==> config.mk <==
export PLATFORM = sky130hd
export DESIGN_NAME = masked_bitops
export DESIGN_NICKNAME = d
export VERILOG_FILES = /design/src/rtl/masked_bitops.sv
export SDC_FILE = /design/constraint.sdc
export NUM_CORES = 1
export LEC_CHECK = 0
export ABC_CLOCK_PERIOD_IN_PS = 2150
export BUFFER_PORTS_ARGS = -buffer_cell sky130_fd_sc_hd__buf_2
export CORE_MARGIN = 8
export CORE_UTILIZATION = 43
export CTS_CLUSTER_SIZE = 40
export DETAILED_ROUTE_END_ITERATION = 8
export PLACE_DENSITY = 0.62
export SLEW_MARGIN = 20
export SYNTH_ARGS = -nofsm -noshare
export SYNTH_HDL_FRONTEND = slang
export SYNTH_SLANG_ARGS = --single-unit
==> constraint.sdc <==
create_clock -name clk -period 2.15 [get_ports clk]
set_input_delay 0.215 -clock clk [delete_from_list [all_inputs] [get_ports clk]]
set_output_delay 0.215 -clock clk [all_outputs]
set_load 0.02 [all_outputs]
==> src/rtl/masked_bitops.sv <==
module masked_bitops #(
  parameter int W = 64
) (
  input  logic         clk,
  input  logic         rst_n,
  input  logic         start,
  input  logic [9:0]   op,
  input  logic [W-1:0] src,
  input  logic [W-1:0] mask,
  output logic         busy,
  output logic         done,
  output logic         illegal,
  output logic [W-1:0] result
);
  localparam int CW = $clog2(W + 1);
  localparam int IW = $clog2(W);
  localparam logic [9:0] OP_LZ  = 10'h03B;
  localparam logic [9:0] OP_EXT = 10'h0BC;
  localparam logic [9:0] OP_DEP = 10'h09C;
  localparam logic [9:0] OP_CFG = 10'h0DC;
  localparam logic [9:0] OP_TZ  = 10'h23B;

  typedef enum logic [1:0] {S_IDLE, S_SCAN, S_FIN} st_t;
  typedef enum logic [2:0] {K_EXT, K_DEP, K_CFG, K_LZ, K_TZ} kind_t;

  st_t            st;
  kind_t          kind, kind_d;
  logic           legal;
  logic [W-1:0]   msk, psrc, dsrc;
  logic [W-1:0]   ones, zer, dep, res;
  logic [CW-1:0]  idx, k1, lz, tz;
  logic           seen, done_q, ill_q;
  logic           mb, sb;
  logic [IW-1:0]  widx;

  always_comb begin
    legal  = 1'b1;
    kind_d = K_EXT;
    case (op)
      OP_EXT:  kind_d = K_EXT;
      OP_DEP:  kind_d = K_DEP;
      OP_CFG:  kind_d = K_CFG;
      OP_LZ:   kind_d = K_LZ;
      OP_TZ:   kind_d = K_TZ;
      default: legal  = 1'b0;
    endcase
  end

  assign mb   = msk[0];
  assign sb   = psrc[0];
  assign widx = IW'(k1);

  always_ff @(posedge clk) begin
    if (!rst_n) begin
      st <= S_IDLE; kind <= K_EXT;
      msk <= '0; psrc <= '0; dsrc <= '0;
      ones <= '0; zer <= '0; dep <= '0; res <= '0;
      idx <= '0; k1 <= '0; lz <= '0; tz <= '0;
      seen <= 1'b0; done_q <= 1'b0; ill_q <= 1'b0;
    end else begin
      done_q <= 1'b0;
      ill_q  <= 1'b0;
      case (st)
        S_IDLE: if (start) begin
          if (legal) begin
            st <= S_SCAN; kind <= kind_d;
            msk <= mask; psrc <= src; dsrc <= src;
            ones <= '0; zer <= '0; dep <= '0;
            idx <= '0; k1 <= '0; lz <= '0; tz <= '0; seen <= 1'b0;
          end else begin
            res <= '0; done_q <= 1'b1; ill_q <= 1'b1;
          end
        end
        S_SCAN: begin
          msk  <= msk >> 1;
          psrc <= psrc >> 1;
          dep  <= {mb & dsrc[0], dep[W-1:1]};
          if (mb) begin
            ones[widx] <= sb;
            k1   <= k1 + CW'(1);
            dsrc <= dsrc >> 1;
            if (sb) begin
              lz <= '0; seen <= 1'b1;
            end else begin
              lz <= lz + CW'(1);
              if (!seen) tz <= tz + CW'(1);
            end
          end else begin
            zer <= {sb, zer[W-1:1]};
          end
          idx <= idx + CW'(1);
          if (idx == CW'(W - 1)) st <= S_FIN;
        end
        S_FIN: begin
          case (kind)
            K_EXT:   res <= ones;
            K_DEP:   res <= dep;
            K_CFG:   res <= zer | ones;
            K_LZ:    res <= W'(lz);
            default: res <= W'(tz);
          endcase
          done_q <= 1'b1;
          st     <= S_IDLE;
        end
        default: st <= S_IDLE;
      endcase
    end
  end

  assign busy    = (st != S_IDLE);
  assign done    = done_q;
  assign illegal = ill_q;
  assign result  = res;
endmodule


==> impl_metrics.tcl, run 1 <==
set metrics [dict create \
    root_buffer "clkbuf_16" \
    placed_cell_area_um2 22500 \
    yosysWarnings 0 \
    pre_cts_ws_ns 0.0597 \
    finalSetupViolCount 0 \
    wl_per_cell_um 19.1 \
    grt_util_met3_pct 3.55 \
    dr.pass1.iters 8 \
    critPathKind "reg2out" \
    viasPerCell 5.87 \
    end_kind "primary output" \
    clk_pin_slew_ns 0.06 \
    num-fill-cells 4246 \
    drv_cap 0 \
    finalCriticalPeriod_ns 2.04 \
    io_buffers 207 \
    crit_fanout 8 \
    finalCritPeriodShare_pct 95.0 \
    finClkSkew_ns 0.0206 \
    timing.slew.headroom_pct 51.5 \
    worst_pin_slew_ns 0.719 \
    gp_congestion 0.811 \
    numCtsBuffers 51 \
    dp_hpwl_um 38300 \
    synthesis.area_um2 20700 \
    grt_use_met1_pct 26.9 \
    ios 208 \
    core_um2 47600 \
    start_kind "register" \
    ys_types 66 \
    drt_iter0_drc 1453 \
    grt_max_degree 88 \
    drive_gt1_share_pct 21.7 \
    nets 2655 \
    die_width_um 235 \
    leakage_uw 0.00989 \
    drc 0 \
    status "complete, no violations" \
    drtAntennaViolNets 0 \
    synth.avg_cell_area_um2 9.17 \
    design_area_um2 25500 \
    antenna_found_initial 6 \
    hold_path.class "in2reg" \
    finalHoldViolations 0 \
    slew_violations 0 \
    fin_setup_tns_ns 0 \
    dp_cells 2942 \
    yosysSeqAreaShare_pct 46.7 \
    die_h_um 235 \
    wl_um 60600 \
    dieArea_um2 55400 \
    cts_tree "done" \
    vias 18600 \
    p_per_area_nw_per_um2 729 \
    grt-ovfl-total 0 \
    initial_core_util_pct 43.4 \
    fin_cells 3174 \
    ir_drop_mv 0.498 \
    synthFlopType "dfxtp_1" \
    clk_latency_ns 0.60 \
    h-tree-depth 2 \
    areaGrowthSynthToFinish_pct 23.3 \
    cts.sinks 483 \
    grt_pass1_wl_um 97600 \
    setup_slack_ns 0.108 \
    syn_nets 2402 \
    track_usage_pct 20.8 \
    rsz0062_at_grt "false" \
    grt_pass1_vias 18100 \
    top_usage_layer "met2" \
    fmax_mhz 490 \
    hold_ws_ns 0.0504 \
    synth_seq_cells 483 \
    required_ns 1.93 \
    synth_edf_count 0 \
    num_rows 80 \
    grt_use_met2_pct 34.5 \
    cp.arrival_ns 1.83 \
    syn_inst 2257 \
    async_flop_share_pct 0 \
    clock_path_buffers 3 \
]
-- per-layer routing --
metal	part of all wire, %	wire, um
met1	44	26900
met2	47	28500
met3	5.8	3520
met4	2.8	1710
met5	0.025	15
-- flip-flops by register name, indices dropped and copies added (netlist names) --
register and count:
st 2, dsrc 64, seen 1, psrc 64, idx 7, result 64
dep 64, tz 7, lz 7, zer 64, kind 3, msk 64
done 1, ones 64, illegal 1, k1 6
-- through the flow --
| step | utilization [%] | total power [uW] |
|---|---|---|
| 6_report | 53.6 | 18600 |
| 5_1_grt | 53.6 | 19200 |
| 4_1_cts | 53.5 | 18800 |
| 3_5_place_dp | 47.3 | 9790 |
| 3_3_place_gp | 47.3 | 9770 |
| 2_1_floorplan | - | 9520 |
-- report_power, final --
part	leakage (uW)	internal [uW]	switching, uW
Clock	0.000826	5130	3680
Sequential	0.00389	8970	13.0
Combinational	0.00517	381	430
-- layout make-up --
cell class / count / area [um^2] / share of cell area, %
Timing Repair Buffer: 432 / 3380 / 13.2
Multi-Input combinational cell: 1538 / 9980 / 39.1
Clock buffer: 82 / 1570 / 6.17
Sequential cell: 483 / 9670 / 37.9
Tap cell: 615 / 769 / 3.01
Clock inverter: 13 / 116 / 0.456
Inverter: 4 / 22.5 / 0.0882
Antenna cell: 7 / 17.5 / 0.0686
-- final timing paths --
path / start / end / slack (ns) / depth (start not counted)
worst max-delay path: st[1] / busy / 0.11 / 4
worst min-delay path: rst_n / psrc[3] / 0.05 / 3
worst max register to register: st[0] / ones[22] / 0.13 / 5
worst min register to register: result[27] / result[27] / 0.47 / 1
-- cell families (layout without fill, tap and decap cells) --
family,count (synthesis),after routing,synth area share [%]
AOI/OAI and AO/OA,753,753,28.8
adders and majority gates,4,4,0.242
buffers and inverters,236,531,5.42
DFF,483,483,46.7
muxes,74,74,3.58
other,0,7,0
and+or+nand+nor,707,707,15.3
-- placed cells by master (no fill, tap or decap), drive strengths merged, types with 82 or more instances in the layout --
cell / instances
o221a: 121
a211oi: 98
buf: 302
dfxtp: 483
nor2: 308
o21ai: 162
a21oi: 121
nor3: 89
a22o: 120
nand2: 160
clkbuf: 82
dlygate4sd3: 130
-- critical path, cell delays in order, from the launching register on --
cell      delay (ns)
dfxtp_1         0.41
nor2_2          0.27
clkinv_1        0.18
buf_4           0.20
buf_2           0.17
-- Yosys cell counts, types with 12 or more instances --
master / count / area (um^2)
a211oi_1: 33 / 248
a211oi_2: 63 / 788
a21oi_1: 121 / 606
a22o_1: 117 / 1020
a311oi_1: 29 / 254
a31oi_1: 13 / 81.3
a32oi_1: 23 / 201
buf_2: 38 / 190
buf_6: 20 / 225
clkbuf_1: 158 / 593
dfxtp_1: 483 / 9670
mux2i_1: 74 / 741
nand2_1: 158 / 593
nand3_1: 55 / 275
nand4_1: 39 / 244
nor2_1: 306 / 1150
nor3_1: 89 / 445
o21ai_0: 162 / 811
o221a_1: 56 / 631
o221a_2: 65 / 732
o31ai_1: 34 / 255
or2_2: 12 / 75.1
-- repair_timing --
item | 4_1_cts | 5_1_grt
setup endpoints to repair | 0 | 9
hold buffers | 130 | 0
gates resized for setup | 0 | 2
buffers inserted | 0 | 0
endpoints found under the hold margin | 149 | 0
Note: power is estimated with default switching activity, not from simulation.
==> run 2, diff against run 1 <==
--- a/config.mk
+++ b/config.mk
@@ -5,6 +5,7 @@
 export SDC_FILE = /design/constraint.sdc
 export NUM_CORES = 1
 export LEC_CHECK = 0
+export ABC_AREA = 1
 export ABC_CLOCK_PERIOD_IN_PS = 2150
 export BUFFER_PORTS_ARGS = -buffer_cell sky130_fd_sc_hd__buf_2
 export CORE_MARGIN = 8
==> run 2 against run 1 <==
  * Clock skew up 0.0017 ns
  * Final area up 1.6%
  * Utilization down 0.47 points
  * Via count up 13%
  * Final cell count up 28%
  * Clock power up 4.8%
  * Combinational power up 4.6%
  * Sequential share of layout area down 0.61 points
  * Sequential power about the same
  * Total power up 2.4%
  * First-iteration DRC count up 12%
  * Global-route usage down 0.46 points
  * Critical path type is now reg2reg
  * Highest routed layer unchanged
==> impl_metrics.tcl, run 2 <==
set metrics [dict create \
    status "complete, no violations" \
    synth_top_area_share_pct 45.5 \
    wl_per_cell_um 14.8 \
    cp.arrival_ns 2.56 \
    fmax_mhz 490 \
    dp_cells 3844 \
    nets 3489 \
    core_um2 48800 \
    regArea_um2 9670 \
    vias 21000 \
    clock_path_buffers 3 \
    synth_top_family_by_area "simple AND/OR/NAND/NOR gates" \
    clk_pin_slew_ns 0.06 \
    syn_nets 3282 \
    grt_use_met2_pct 34.7 \
    yosysWarnings 0 \
    synthesis.area_um2 21200 \
    ir_drop_mv 0.528 \
    grt_use_met1_pct 25.7 \
    synth_mux_area_share_pct 0 \
    worst_pin_slew_ns 0.615 \
    antenna_found_initial 3 \
    finalSetupViolCount 0 \
    die_h_um 238 \
    h-tree-depth 2 \
    dp_hpwl_um 37400 \
    final_common_cell "nand2_1" \
    dieArea_um2 56800 \
    switching_power_uw 4180 \
    drive_gt1_share_pct 11.8 \
    timing.slew.headroom_pct 59.0 \
    num-fill-cells 4773 \
    hold_path.class "in2reg" \
    async_flop_share_pct 0 \
    drtAntennaViolNets 0 \
    wl_um 60000 \
    grt-ovfl-total 0 \
    pwr-share-comb_pct 4.4 \
    critPathTopFamily "simple AND/OR/NAND/NOR gates" \
    synth_compound_area_share_pct 16.1 \
    synthFlopType "dfxtp_1" \
    synth_xor_xnor_area_share_pct 0.206 \
    syn_inst 3137 \
    design_area_um2 25900 \
    finalCriticalPeriod_ns 2.04 \
    cts.sinks 483 \
    yosysTopAreaCell "dfxtp_1" \
    cp_slowest_cell "buf_12" \
    grt_util_met3_pct 3.63 \
    synth-simple-area-share_pct 30.9 \
    synth_edf_count 0 \
    crit_fanout 97 \
    slew_violations 0 \
    hold_buffers 110 \
    finalCritPeriodShare_pct 95.0 \
    clk_latency_ns 0.60 \
    finalHoldViolations 0 \
    cts_tree "done" \
    initial_core_util_pct 43.5 \
    final_cell_mix "1271 x nand2_1, 483 x dfxtp_1, 359 x a21oi_1" \
    top_usage_layer "met2" \
    crit_chain "nor2_2 -> inv_2 -> nor2_1 -> inv_2 -> nand3_4 -> buf_12 -> nand2_1 -> a21oi_1" \
    multi_input_area_um2 10100 \
    start_kind "register" \
    cts_resized 0 \
    critPathKind "reg2reg" \
    post_cts_buffers 0 \
    pre_cts_ws_ns 0.121 \
    end_kind "register" \
    viasPerCell 5.19 \
    gp_congestion 0.812 \
    numCtsBuffers 52 \
    synth.avg_cell_area_um2 6.77 \
    p_per_area_nw_per_um2 734 \
    synth_seq_cells 483 \
    switching_share_pct 21.9 \
    areaGrowthSynthToFinish_pct 22.1 \
    grt_pass1_vias 20000 \
    placed_cell_area_um2 23000 \
    synth_common_cells "1277 x nand2_1, 483 x dfxtp_1, 359 x a21oi_1, 188 x nor2_1, 137 x clkbuf_1" \
    rsz0062_at_grt "false" \
    dr.pass1.iters 6 \
    synth-adder-area-share_pct 0.236 \
    slowest_delay_ns 0.36 \
    p_int_uw 14900 \
    setup_slack_ns 0.108 \
    leakage_uw 0.00960 \
    crit_buf_inv 3 \
    sequentialPowerShare_pct 47.1 \
    ios 208 \
    drc 0 \
    fin_cells 4053 \
    drt_iter0_drc 1626 \
    root_buffer "clkbuf_16" \
    path_common_cell "inv_2" \
    io_buffers 207 \
    yosysSeqAreaShare_pct 45.5 \
    yosysMostFrequentCell "nand2_1" \
    num_rows 81 \
    p_clk_share_pct 48.5 \
    grt_max_degree 102 \
    track_usage_pct 20.4 \
    fin_setup_tns_ns 0 \
    die_width_um 238 \
    finClkSkew_ns 0.0223 \
    drv_cap 0 \
    grt_pass1_wl_um 99000 \
    required_ns 2.67 \
    ys_types 35 \
    synth.area.top_cells "dfxtp_1 46%, nand2_1 23%, a21oi_1 8.5%, nor2_1 3.3%, o21ai_0 3.0%" \
]
[run 2: power groups by stage]
stage	Clock, uW	Combinational (uW)	Sequential [uW]
floorplan	0	395	9170
global placement	0	676	9170
detailed placement	0	683	9170
CTS	9470	839	8970
global route	9820	931	8970
finish	9230	848	8970
[run 2: cells by family (layout without fill, tap and decap cells)]
| logic type | Yosys count | in the layout |
|---|---|---|
| DFF | 483 | 483 |
| AOI/OAI and AO/OA | 633 | 633 |
| other | 0 | 6 |
| and+or+nand+nor | 1652 | 1652 |
| adders and majority gates | 4 | 4 |
| buffers and inverters | 360 | 606 |
| xor gates and xnor gates | 5 | 5 |
[run 2: per-layer routing]
metal  wire (um)  up-vias
li1            -    10600
met1       26500     9737
met2       28500      523
met3        3100      144
met4        1860        2
met5          13        -
[run 2: worst paths after layout]
| kind | startpoint | end | slack, ns | depth (start not counted) |
|---|---|---|---|---|
| setup / recovery | st[1] | psrc[13] | 0.11 | 8 |
| hold / removal | src[23] | psrc[23] | 0.02 | 5 |
| setup reg to reg | st[1] | psrc[13] | 0.11 | 8 |
| hold reg to reg | result[43] | result[43] | 0.46 | 2 |
[run 2: cell type report]
class / count / area share (%)
sequential: 483 / 37.3
clock inverter: 15 / 0.637
antenna: 6 / 0.0579
inverter: 124 / 1.85
tap: 664 / 3.20
clock buffer: 78 / 6.25
timing repair buffer: 389 / 11.6
multi-input combinational: 2294 / 39.1
[run 2: per-stage QoR]
step	total power [uW]	utilization [%]	hold slack [ns]
floorplan	9560	-	0.357
global placement	9840	47.2	0.447
detailed placement	9850	47.2	0.449
CTS	19300	53.1	0.000758
global route	19700	53.1	0.0328
finish	19100	53.1	0.0228
[run 2: worst min-delay path, stage by stage]
cell and delay [ns]:
buf_2 0.10, nand2_1 0.08, nand2_1 0.06, nand2_1 0.06
a21oi_1 0.06
